==> src/rtl/irq_bank_pkg.sv <==
package irq_bank_pkg;
  localparam int ADDR_W   = 8;
  localparam int REGION_W = 3;
  localparam int IDX_W    = ADDR_W - REGION_W;

  typedef enum logic [REGION_W-1:0] {
    RG_SET_EN = 3'd0,
    RG_CLR_EN = 3'd1,
    RG_SET_PD = 3'd2,
    RG_CLR_PD = 3'd3,
    RG_PRIO   = 3'd4,
    RG_TRIG   = 3'd5,
    RG_RSV6   = 3'd6,
    RG_RSV7   = 3'd7
  } regionT;

  // Strobes handed from the decoder to the storage datapath.
  typedef struct packed {
    logic             setEnWr;
    logic             clrEnWr;
    logic             setPdWr;
    logic             clrPdWr;
    logic             prioWr;
    logic             trigWr;
    logic             rdEn;
    regionT           rdRegion;
    logic [IDX_W-1:0] wordIdx;
  } strobeT;
endpackage

==> src/rtl/irq_bank_ctrl.sv <==
module irq_bank_ctrl
  import irq_bank_pkg::*;
(
  input  logic              regWrEn,
  input  logic              regRdEn,
  input  logic [ADDR_W-1:0] regAddr,
  output strobeT            str
);
  regionT region;

  assign region = regionT'(regAddr[ADDR_W-1 -: REGION_W]);

  always_comb begin
    str          = '0;
    str.rdEn     = regRdEn;
    str.rdRegion = region;
    str.wordIdx  = regAddr[IDX_W-1:0];
    if (regWrEn) begin
      unique case (region)
        RG_SET_EN: str.setEnWr = 1'b1;
        RG_CLR_EN: str.clrEnWr = 1'b1;
        RG_SET_PD: str.setPdWr = 1'b1;
        RG_CLR_PD: str.clrPdWr = 1'b1;
        RG_PRIO:   str.prioWr  = 1'b1;
        RG_TRIG:   str.trigWr  = 1'b1;
        default:   ;
      endcase
    end
  end
endmodule

==> src/rtl/irq_bank_dp.sv <==
module irq_bank_dp
  import irq_bank_pkg::*;
#(
  parameter int NUM_LINES = 40,
  parameter int LINE_W    = (NUM_LINES > 1) ? $clog2(NUM_LINES) : 1
) (
  input  logic                   clk,
  input  logic                   rstN,
  input  strobeT                 str,
  input  logic [31:0]            wdata,
  input  logic [NUM_LINES-1:0]   irqIn,
  input  logic                   ackValid,
  input  logic [LINE_W-1:0]      ackLine,
  output logic [31:0]            rdata,
  output logic [NUM_LINES-1:0]   irqActive,
  output logic [8*NUM_LINES-1:0] irqPrio
);
  localparam logic [LINE_W:0] LINES_V = NUM_LINES[LINE_W:0];

  logic [NUM_LINES-1:0] enQ, pendQ, deferQ, irqPrevQ;
  logic [NUM_LINES-1:0] setEnMask, clrEnMask, setPdMask, clrPdMask;
  logic [NUM_LINES-1:0] trigMask, ackMask, edgeVec, pendSetAll, pendClrAll;
  logic [7:0]           prioQ [NUM_LINES];
  logic [LINE_W-1:0]    trigLine;
  logic                 trigInRange;
  logic                 ackInRange;
  logic [31:0]          rdWord;

  assign trigLine    = wdata[LINE_W-1:0];
  assign trigInRange = str.trigWr && ({1'b0, trigLine} < LINES_V);
  assign ackInRange  = ackValid && ({1'b0, ackLine} < LINES_V);

  // Per-line decode of every write window, plus priority storage.
  for (genvar k = 0; k < NUM_LINES; k++) begin : g_line
    localparam int WRD  = k / 32;
    localparam int BIT  = k % 32;
    localparam int PWRD = k / 4;
    localparam int LANE = k % 4;

    assign setEnMask[k] = str.setEnWr && (int'(str.wordIdx) == WRD) && wdata[BIT];
    assign clrEnMask[k] = str.clrEnWr && (int'(str.wordIdx) == WRD) && wdata[BIT];
    assign setPdMask[k] = str.setPdWr && (int'(str.wordIdx) == WRD) && wdata[BIT];
    assign clrPdMask[k] = str.clrPdWr && (int'(str.wordIdx) == WRD) && wdata[BIT];
    assign trigMask[k]  = trigInRange && (trigLine == LINE_W'(k));
    assign ackMask[k]   = ackInRange && (ackLine == LINE_W'(k));

    always_ff @(posedge clk or negedge rstN) begin
      if (!rstN)
        prioQ[k] <= '0;
      else if (str.prioWr && (int'(str.wordIdx) == PWRD))
        prioQ[k] <= wdata[8*LANE +: 8];
    end

    assign irqPrio[8*k +: 8] = prioQ[k];
  end

  assign edgeVec    = irqIn & ~irqPrevQ;
  assign pendClrAll = clrPdMask | ackMask;
  assign pendSetAll = setPdMask | trigMask | edgeVec | deferQ;

  always_ff @(posedge clk or negedge rstN) begin
    if (!rstN) begin
      enQ      <= '0;
      pendQ    <= '0;
      deferQ   <= '0;
      irqPrevQ <= '0;
    end else begin
      enQ      <= (enQ | setEnMask) & ~clrEnMask;
      pendQ    <= (pendQ | pendSetAll) & ~pendClrAll;
      deferQ   <= edgeVec & pendClrAll;
      irqPrevQ <= irqIn;
    end
  end

  always_comb begin
    rdWord = '0;
    case (str.rdRegion)
      RG_SET_EN, RG_CLR_EN: begin
        for (int k = 0; k < NUM_LINES; k++)
          if (int'(str.wordIdx) == k / 32) rdWord[k % 32] = enQ[k];
      end
      RG_SET_PD, RG_CLR_PD: begin
        for (int k = 0; k < NUM_LINES; k++)
          if (int'(str.wordIdx) == k / 32) rdWord[k % 32] = pendQ[k];
      end
      RG_PRIO: begin
        for (int k = 0; k < NUM_LINES; k++)
          if (int'(str.wordIdx) == k / 4) rdWord[8*(k % 4) +: 8] = prioQ[k];
      end
      default: rdWord = '0;
    endcase
  end

  always_ff @(posedge clk or negedge rstN) begin
    if (!rstN)         rdata <= '0;
    else if (str.rdEn) rdata <= rdWord;
  end

  assign irqActive = enQ & pendQ;

  // a set-enable write leaves every targeted line enabled
  a_r2_set_en_sticks: assert property (@(posedge clk) disable iff (!rstN)
    (|setEnMask) |=> ((enQ & $past(setEnMask)) == $past(setEnMask)));

  // a clear-enable write leaves every targeted line disabled
  a_r3_clr_en_sticks: assert property (@(posedge clk) disable iff (!rstN)
    (|clrEnMask) |=> ((enQ & $past(clrEnMask)) == '0));

  // a pending bit is only lost through a clear or an acknowledge
  a_r6_pend_retained: assert property (@(posedge clk) disable iff (!rstN)
    (|pendQ) |=> ((($past(pendQ) & ~$past(pendClrAll)) & ~pendQ) == '0));

  // an input edge that meets no clear is pending in the next cycle
  a_r8_edge_pends: assert property (@(posedge clk) disable iff (!rstN)
    (|(edgeVec & ~pendClrAll)) |=>
      ((pendQ & $past(edgeVec & ~pendClrAll)) == $past(edgeVec & ~pendClrAll)));

  // a trigger write selects at most one line
  a_r9_trig_single: assert property (@(posedge clk) disable iff (!rstN)
    $onehot0(trigMask));

  // a clear beats any set that lands on the same bit
  a_r11_clear_wins: assert property (@(posedge clk) disable iff (!rstN)
    (|pendClrAll) |=> ((pendQ & $past(pendClrAll)) == '0));
endmodule

==> src/rtl/irq_bank.sv <==
module irq_bank
  import irq_bank_pkg::*;
#(
  parameter int NUM_LINES = 40,
  parameter int LINE_W    = (NUM_LINES > 1) ? $clog2(NUM_LINES) : 1
) (
  input  logic                   clk,
  input  logic                   rstN,
  input  logic                   regWrEn,
  input  logic                   regRdEn,
  input  logic [ADDR_W-1:0]      regAddr,
  input  logic [31:0]            regWdata,
  output logic [31:0]            regRdata,
  input  logic [NUM_LINES-1:0]   irqIn,
  input  logic                   ackValid,
  input  logic [LINE_W-1:0]      ackLine,
  output logic [NUM_LINES-1:0]   irqActive,
  output logic [8*NUM_LINES-1:0] irqPrio
);
  strobeT str;

  irq_bank_ctrl u_ctrl (
    .regWrEn (regWrEn),
    .regRdEn (regRdEn),
    .regAddr (regAddr),
    .str     (str)
  );

  irq_bank_dp #(.NUM_LINES(NUM_LINES), .LINE_W(LINE_W)) u_dp (
    .clk       (clk),
    .rstN      (rstN),
    .str       (str),
    .wdata     (regWdata),
    .irqIn     (irqIn),
    .ackValid  (ackValid),
    .ackLine   (ackLine),
    .rdata     (regRdata),
    .irqActive (irqActive),
    .irqPrio   (irqPrio)
  );
endmodule

==> config.mk <==
export PLATFORM = sky130hd
export DESIGN_NAME = irq_bank
export DESIGN_NICKNAME = d
export VERILOG_FILES = /design/src/rtl/irq_bank_pkg.sv /design/src/rtl/irq_bank_ctrl.sv /design/src/rtl/irq_bank_dp.sv /design/src/rtl/irq_bank.sv
export SDC_FILE = /design/constraint.sdc
export NUM_CORES = 1
export LEC_CHECK = 0
export BUFFER_PORTS_ARGS = -buffer_cell sky130_fd_sc_hd__buf_2
export CORE_ASPECT_RATIO = 0.7
export CORE_MARGIN = 3
export CORE_UTILIZATION = 30
export DETAILED_ROUTE_END_ITERATION = 10
export GPL_TIMING_DRIVEN = 0
export PLACE_DENSITY_LB_ADDON = 0.15
export SLEW_MARGIN = 20
export SYNTH_ARGS = -nofsm -noshare
export SYNTH_HDL_FRONTEND = slang
export SYNTH_SLANG_ARGS = --single-unit
export TNS_END_PERCENT = 100
==> constraint.sdc <==
create_clock -name clk -period 1.8 [get_ports clk]
set_input_delay 0.18 -clock clk [delete_from_list [all_inputs] [get_ports clk]]
set_output_delay 0.18 -clock clk [all_outputs]
set_load 0.1 [all_outputs]
# After elaboration in Yosys (flattened, before gate mapping)

Cells that the tools add are included.
Widths: inputs -> output; s select.

Logic and storage cells: 547
Register bits: 512
Bits of input ports: 91
Output and inout bits: 392

Muxes and demuxes: 128
Reduce and logical (&&, ||, !) cells: 266
$lt $le $gt $ge: 2
Eq/ne operators: 92
Bitwise logic cells: 14

Operators with widths:

| kind               | count |
|---|---|
| $mux 8             | 40 |
| $logic_and 1x1->1  | 260 |
| $or 40x40->40      | 6 |
| $and 40x40->40     | 5 |
| $eq 6x5->1 const B | 32 |
| $not 40->40        | 3 |
| $eq 6x4->1 const B | 16 |
| $eq 6x6->1 const B | 16 |
| $pmux 32 s3        | 1 |
| $mux 1             | 86 |
| $eq 6x3->1 const B | 8 |
| $eq 6x2->1 const B | 4 |
| $eq 5x4->1 const B | 4 |
| $eq 6x1->1 const B | 2 |
| $logic_not 6->1    | 2 |
| $lt 6x6->1 const B | 2 |
| $eq 5x3->1 const B | 2 |
| $eq 5x5->1 const B | 2 |
| $eq 3x2->1 const B | 2 |
| $eq 3x3->1 const B | 2 |
| $mux 6             | 1 |
| $eq 5x2->1 const B | 1 |
| $logic_not 5->1    | 1 |
| $reduce_or 2->1    | 2 |
| other kinds (2)    | 2 |

# Logic depth before layout (Yosys ltp)

Gate-level depths: netlist of run 1.

Word-level depth: 12
Gate-level depth with buffers: 8
Mapped depth without buffers: 5

# Modules after synthesis

Synthesis of run 1 repeated with hierarchy kept, for this count alone.

Cell total of the unflattened synthesis: 1,945
Area total of the unflattened synthesis: 23,826.6 µm²

By module, submodules not included:

| module        | seq. area each (µm²) | times used | area each (µm²) | cells an instance |
|---|---|---|---|---|
| irq_bank_dp   | 12,812.3             | 1          | 23,684.0        | 1,930 |
| irq_bank_ctrl | 0.0                  | 1          | 142.6           | 15 |

# Worst setup path after synthesis of run 1

OpenSTA, ideal clock, no wires.

Kind: register -> register
Start point: register u_dp.prioQ, in the netlist u_dp.irqPrio[110]
End point: register u_dp.rdata[14]
Data arrival time: 1.791 ns
Cell stages (with the launch flop): 6
Clock period less this slack: 1.918 ns
Buffers on the path: 0
Slack: -0.118 ns
Data required time: 1.674 ns
Setup time: 0.126 ns
Path through: dfrtp_1 -> mux2_2 -> a22oi_1 -> o22a_1 -> nand3_1 -> a221o_1

Word-level cells in the longest chain between the ends: 8

RTL lines:

| element                          | RTL line          | RTL |
|---|---|---|
| start: declaration               | irq_bank_dp.sv:23 | `logic [7:0] prioQ [NUM_LINES];` |
| start signal: indexed assignment | irq_bank_dp.sv:51 | `prioQ[k] <= wdata[8*LANE +: 8];` |
| $mux 8 (7 in a row)              | irq_bank_dp.sv:88 | `if (int'(str.wordIdx) == k / 4) rdWord[8*(k % 4) +: 8] = prioQ[k];` |
| $pmux 32 s3                      | irq_bank_dp.sv:77 | `case (str.rdRegion)` |
| end signal: assignment           | irq_bank_dp.sv:96 | `else if (str.rdEn) rdata <= rdWord;` |
| end: declaration                 | irq_bank_dp.sv:14 | `output logic [31:0] rdata,` |

No other way between the ends.
A chain may end at the register's enable or synchronous reset.

# Worst setup path after layout of run 1

Start point: register u_dp.prioQ, in the netlist u_dp.irqPrio[229]
End point: register u_dp.rdata[5]

Word-level cells in the longest chain between the ends: 4

RTL lines:

| element             | RTL line |
|---|---|
| $mux 8 (3 in a row) | irq_bank_dp.sv:88 |
| $pmux 32 s3         | irq_bank_dp.sv:77 |

No other way between the ends.

==> results.md, run 1 <==
- Synth Register Bits: 512
- Root Driver: clkbuf_16
- WL final: 114200 um
- Slowest cell on the critical path: dfrtp_2
- Hold Crit Class: in -> reg
- Clk_lat worst skew: 630 ps
- Post-Syn Instances: 1969
- CP endpoint kind: flip-flop
- Global router's overall resource usage: 0.2734
- Fin crit share: 1.019
- Failing checks: negative setup slack
- First-pass GRT wire length: 157500 um
- Die width: 339.6 um
- IO buf count: 472
- Residual DRC: 0
- FP Rows: 84
- First-pass detailed-route iteration total: 6
- Inserted Clock Buffers: 56
- CTS tree: yes
- Hold Worst Slack: 17.82 ps
- Clock Path Buffers: 3
- Final Util: 0.3981
- Max cap viols: 0
- Drt initial violations: 1749
- Drt via density: 5.522
- Crit path max-delay family: compound AO/OA/AOI/OAI gates
- Critical setup path kind: reg -> reg
- GR peak layer: met2
- IO Pins: 483
- Top post-synthesis cells by area: dfrtp_1 (55%), mux2_2 (13%), a21oi_1 (4.0%)
- Switching Share: 0.3360
- Fmax: 545.1 MHz
- CP arrival: 2310 ps
- Seq/Total Area, Yosys: 0.5482
- RSZ-0062 raised after global routing: true
- Status: finished with violations
- Synth warn: 0
- Top cell type's share of synthesized area: 0.5482
- Sw Pwr: 10.18 mW
- Worst EP required: 2280 ps
- Crit path max fanout: 3
- CTS Sinks: 512
- Post-synth EDFFs: 0
- Grt total ovfl: 0
- Post-Syn Area per Cell: 11.87 um2
- Sequential Power Share: 0.409
- Final GP Congestion: 0.9343
- Buffers plus inverters on the worst setup path: 0
- Met2 usage: 0.4296
- H-Tree Depth: 2
- Initial antenna violation count: 6
- Max-slew headroom at the worst pin: 0.3322
- Multi-input gate area: 10010 um2
- CP Cell Sequence: mux2i_2, o2bb2ai_1, a221o_1, a31oi_1, o221ai_1
- ANT nets after route: 0
- Int Pwr: 20.12 mW
- VDD IR max: 0.0007429 V
- PD cells: 1000 nW/um2
- Largest net degree at the start of global routing: 91
- CP Launch Type: flip-flop
- Dpl cells: 3479
- Comb pwr share: 0.193
- Final Skew: 27.03 ps
- Final Critical Period: 1834 ps
- Worst slew pin tran: 1002 ps
- Core area: 76090 um2
- Place WS: -1618 ps
- Post-synth top area cell: dfrtp_1
- Filler cell count: 7549
- Clock transition at the registers of the reported paths: 60 ps
- Post-synth ARST share: 1.000
- Area occupied by registers: 12830 um2
- Vias in the first global route: 20240
- Met1 track demand over resource: 0.3762
- Share of cells above drive strength 1: 0.3929
- Die ar.: 81340 um2
- Yosys cell types: 56
- Layout area overhead: 29.61%
- Vias: 20210
- Met3 usage: 0.07691
- NumNets Final: 2669
- Wirelength per Cell: 31.21 um
- Max Slew Vio Count: 0
- Final setup margin: -34.44 ps
- Final Hold Vio Count: 0
- Crit-path max cell delay: 420 ps
- HPWL Detailed: 89490 um
- Area of the mapped netlist: 23370 um2
- Initial core utilization: 0.3071
- Setup violators final: 1
- Final Non-Filler Cells: 3659
- Clock group share of total power: 0.399
- Die Y: 239.5 um
- Ys flop type: dfrtp_1
- Syn Nets: 2060
- LEAKAGE: 14.63 nW
- TNS Setup: -34.44 ps
==> cell type report <==
cell class                 instances  share of cell area
multi-input combinational       1286              0.3306
antenna                            3           0.0002478
clock inverter                    17            0.006196
inverter                           6           0.0007435
sequential                       512              0.4236
timing repair buffer             553              0.1126
clock buffer                      87             0.05609
tap                             1032             0.04263
buffer                           163             0.02726
==> cells in the mapped netlist, drive strengths merged, types with 4 or more instances <==
cell type / n
and2: 65
o22ai: 25
dfrtp: 512
o211ai: 5
a21oi: 189
nor2: 28
clkbuf: 103
o22a: 10
a31oi: 5
mux2i: 34
inv: 6
nand4b: 4
a2111oi: 36
a221oi: 6
nor3b: 4
mux2: 324
a22o: 10
o221ai: 11
buf: 62
nor2b: 74
o2bb2ai: 9
nand3b: 7
nand2: 132
a211oi: 19
mux4: 20
o31ai: 19
nor4: 8
and3b: 4
or3: 9
o21ai: 80
a221o: 5
nand2b: 18
nor3: 35
nand3: 14
a22oi: 42
a21boi: 19
==> routing by layer <==
metal  share of wire  wire, um  up-vias
li1                -         -     8443
met1            0.43     48930    10640
met2            0.45     51550      987
met3           0.099     11300      131
met4           0.021      2420        2
met5         0.00011        12        -
==> metrics by stage <==
| stage | power, mW | area, um2 |
|---|---|---|
| 3_5_place_dp | 18.23 | 27240 |
| 3_3_place_gp | 18.12 | 27040 |
| 4_1_cts | 30.53 | 30130 |
| 6_report | 30.30 | 30290 |
| 5_1_grt | 31.24 | 30290 |
| 2_1_floorplan | 16.43 | 23390 |
==> worst reg2reg max path, stage by stage, from the launching register on <==
cell and delay (ps):
dfrtp_2 420, mux2i_2 320, o2bb2ai_1 150, a221o_1 300
a31oi_1 310, o221ai_1 190
==> cells by family (layout without fill, tap and decap cells) <==
kind of cell | after synthesis | in the layout | synth area share
buffers and inverters | 171 | 826 | 0.03185
other | 0 | 3 | 0
flip-flops | 512 | 512 | 0.5482
AND/OR/NAND/NOR | 413 | 413 | 0.09620
AO/OA/AOI/OAI | 495 | 495 | 0.1338
multiplexers | 378 | 378 | 0.1899
==> power groups by stage <==
stage	logic [mW]	registers [mW]	clock network (mW)
after floorplan	1.37	15.1	0
after global placement	5.56	12.6	0
after detailed placement	5.65	12.6	0
after CTS	5.83	12.4	12.3
after global routing	6.04	12.4	12.8
final	5.83	12.4	12.1
==> sequential cells by signal, indices dropped and copies added (netlist names) <==
register / count
u_dp.irqPrio: 320
u_dp.pendQ: 40
u_dp.irqPrevQ: 40
u_dp.enQ: 40
u_dp.rdata: 32
u_dp.deferQ: 40
==> placed cells by master (no fill, tap or decap), types with 33 or more instances in the layout <==
master / instances
buf_4: 51
buf_2: 466
and2_1: 62
clkbuf_16: 57
clkbuf_1: 82
a22oi_1: 42
mux2_1: 44
nand2_1: 127
mux2_2: 280
a2111oi_0: 36
mux2i_1: 33
dfrtp_1: 496
o21ai_0: 77
dlygate4sd3_1: 65
a21oi_1: 184
nor2b_1: 74
==> final timing paths <==
check | cells past startpoint | slack, ps | endpoint | start
hold / removal | 2 | 20 | u_dp.irqPrio[91] | regWdata[27]
setup / recovery | 5 | -30 | u_dp.rdata[5] | u_dp.irqPrio[229]
min in group asynchronous | 2 | 90 | u_dp.irqPrio[2] | rstN
setup reg to reg | 5 | -30 | u_dp.rdata[5] | u_dp.irqPrio[229]
max in group asynchronous | 4 | 440 | u_dp.irqPrio[206] | rstN
hold reg to reg | 2 | 500 | u_dp.rdata[21] | u_dp.rdata[21]
==> timing repair <==
action / in CTS / in global routing
setup buffers: 3 / 7
gates resized for setup: 113 / 43
setup endpoints to repair: 360 / 206
hold endpoints to repair: 465 / 0
pin swaps: 1 / 2
hold buffers: 65 / 0
Power figures use the tool's default switching activity.
==> run 2, diff against run 1 <==
--- a/config.mk
+++ b/config.mk
@@ -9,6 +9,7 @@
 export CORE_ASPECT_RATIO = 0.7
 export CORE_MARGIN = 3
 export CORE_UTILIZATION = 30
+export CTS_BUF_LIST = sky130_fd_sc_hd__clkbuf_16
 export DETAILED_ROUTE_END_ITERATION = 10
 export GPL_TIMING_DRIVEN = 0
 export PLACE_DENSITY_LB_ADDON = 0.15
==> constraint.sdc (replaced) <==
create_clock -name clk -period 1.8 [get_ports clk]
set_input_delay 0.36 -clock clk [delete_from_list [all_inputs] [get_ports clk]]
set_output_delay 0.36 -clock clk [all_outputs]
set_load 0.1 [all_outputs]
==> run 2 against run 1 <==
Compared with the run above: the run ends with negative hold slack, negative setup slack left; register-to-register slack improved by 120 ps; non-clock buffer count shrank 2; clock skew is essentially flat; sequential power barely moved; critical path depth increased by 2; combinational power grew 7.2%; die area unchanged; critical endpoint is now u_dp.irqPrio[118].
==> results.md, run 2 (synthesis gave the netlist of run 1 again) <==
- Wirelength per Cell: 31.36 um (+0.48%)
- Max Slew Vio Count: 0 (unchanged)
- Multi-input gate area: 10370 um2 (+3.6%)
- Most Frequent Cell on Critical Path: buf_2
- Drt initial violations: 1729 (-1.1%)
- LEAKAGE: 14.95 nW (+2.2%)
- Global router's overall resource usage: 0.2746 (+0.001243)
- Vias: 19970 (-1.1%)
- Sequential Power Share: 0.405 (-0.004)
- RSZ-0062 raised after global routing: true
- Switching Share: 0.3333 (-0.002720)
- Hold_buf cts: 40 (-38%)
- First-pass detailed-route iteration total: 5 (-1)
- Most frequent cells in the layout: dfrtp_1 (490), buf_4 (396), mux2_2 (267)
- CP endpoint kind: flip-flop
- Initial antenna violation count: 5 (-1)
- Clk_lat worst skew: 640 ps (about the same)
- Fmax: 550.1 MHz (+0.91%)
- Inserted Clock Buffers: 56 (unchanged)
- Pwr Total: 30.68 mW (+1.3%)
- Filler cell count: 7303 (-3.3%)
- Worst EP required: 2310 ps (+30 ps)
- H-Tree Depth: 2 (unchanged)
- Sw Pwr: 10.22 mW (+0.44%)
- Final Hold Vio Count: 77 (+77)
- Crit path max fanout: 10 (+7)
- NumNets Final: 2667 (-0.075%)
- Max-slew headroom at the worst pin: 0.2679 (-0.06427)
- Worst slew pin tran: 1083 ps (+81.64 ps)
- Share of cells above drive strength 1: 0.4396 (+0.04674)
- Most common library cell in the layout ignoring fill and taps: dfrtp_1
- VDD IR max: 0.0009135 V (+23%)
- Largest register FFs: 320 (unchanged)
- Drt via density: 5.462 (-1.1%)
- Grt total ovfl: 0 (unchanged)
- Core area: 76090 um2 (unchanged)
- Residual DRC: 0 (unchanged)
- Largest net degree at the start of global routing: 95 (+4.4%)
- Clock group share of total power: 0.392 (-0.007)
- Crit-path max cell delay: 400 ps (-20 ps)
- CTS Sinks: 512 (unchanged)
- IO buf count: 472 (unchanged)
- Area occupied by registers: 12840 um2 (about the same)
- Max cap viols: 0 (unchanged)
- Hold Worst Slack: -288.6 ps (-306.4 ps)
- Die ar.: 81340 um2 (unchanged)
- Int Pwr: 20.46 mW (+1.7%)
- CTS tree: yes
- Final setup margin: -17.97 ps (+16.47 ps)
- WL final: 114700 um (+0.42%)
- CP Launch Type: input pin
- Die width: 339.6 um (unchanged)
- CP arrival: 2330 ps (+20 ps)
- Fin crit share: 1.010 (-0.009149)
- Hold Crit Class: in -> async
- Post-DP Area: 27450 um2 (+0.77%)
- Final GP Congestion: 0.9319 (-0.26%)
- CP Cell Sequence: buf_2, buf_8, nor3_4, buf_4, nand3_2, buf_2, mux2_2
- Worst reg2reg path depth: 5 (unchanged)
- Die Y: 239.5 um (unchanged)
- IO Pins: 483 (unchanged)
- Status: finished with violations
- First-pass GRT wire length: 158100 um (+0.43%)
- Setup violators final: 9 (+8)
- Root Driver: clkbuf_16
- Clock transition at the registers of the reported paths: 60 ps (about the same)
- Layout area overhead: 36.97%
- Initial core utilization: 0.3071 (unchanged)
- Vias in the first global route: 20140 (-0.49%)
- Failing checks: negative hold slack, negative setup slack
- FP Rows: 84 (unchanged)
- Critical setup path kind: in -> reg
- Final Critical Period: 1818 ps (-16.47 ps)
- Final instance area: 32010 um2 (+5.7%)
- HPWL Detailed: 88860 um (-0.71%)
- ANT nets after route: 0 (unchanged)
- Comb pwr share: 0.204 (+0.011)
- Slowest cell on the critical path: buf_2
- Clock Path Buffers: 3 (unchanged)
- PD cells: 958.4 nW/um2 (-4.2%)
- Final Skew: 27.39 ps (+0.3606 ps)
run 2: cell types whose count changed in the layout (fill, tap and decap cells not counted), sizes merged:
cell         previous run  this run
buf                   542       569
dlygate4sd3            65        40
clkinv                 12        24
diode                   3         7
clkinvlp                1         2
bufinv                  4         9
inv                     6        14
clkbuf                194       160
run 2: cell type report:
class | count | share of cell area
Antenna cell | 7 | 0.0005472
Buffer | 163 | 0.02924
Clock buffer | 57 | 0.04456
Clock inverter | 43 | 0.01313
Inverter | 6 | 0.0007036
Multi-Input combinational cell | 1286 | 0.3240
Sequential cell | 512 | 0.4011
Tap cell | 1032 | 0.04034
Timing Repair Buffer | 551 | 0.1464
run 2: worst paths after layout:
check | from | endpoint | slack, ps
hold reg to reg | u_dp.rdata[22] | u_dp.rdata[22] | 510
setup reg to reg | u_dp.irqPrio[89] | u_dp.rdata[25] | 90
hold / removal | rstN | u_dp.irqPrio[27] | -290
setup / recovery | regAddr[3] | u_dp.irqPrio[118] | -20
min in group clk | regWdata[15] | u_dp.irqPrio[207] | 80
max in group asynchronous | rstN | u_dp.irqPrio[136] | 540
run 2: what timing repair did:
action	CTS	global route
buffers inserted	23	11
endpoints found under the hold margin	117	77
endpoints found under the setup margin	746	247
gates resized for setup	675	59
pin swaps	4	5
run 2: power by group through the flow:
stage	clock network [mW]	logic (mW)	registers (mW)
floorplan	0	1.42	15.1
global placement	0	5.60	12.6
detailed placement	0	5.68	12.6
CTS	12.2	6.23	12.4
global route	12.7	6.45	12.5
finish	12.0	6.25	12.4
run 2: worst max-delay path: cells and delay by family:
kind / cells / cell delay, ps
multiplexers: 1 / 340
AND/OR/NAND/NOR: 2 / 630
buffers and inverters: 4 / 980
run 2: routing by layer:
layer | track usage | routed length (um) | vias up
li1 | - | - | 8441
met1 | 0.3729 | 49460 | 10530
met2 | 0.4232 | 50770 | 862
met3 | 0.09507 | 11950 | 141
met4 | 0.06268 | 2511 | 0
met5 | 0 | 0 | -
run 2: through the flow:
stage                     instances   TNS, ps    util  setup slack [ps]
after floorplan                1969     -4506       -            -97.14
after global placement         3473  -5827790  0.3587            -11510
after detailed placement       3478   -414820  0.3608             -1429
after CTS                      3639         0  0.4175             2.308
after global routing           3653    -10.09  0.4205            -6.428
final                          3657    -67.74  0.4207            -17.97
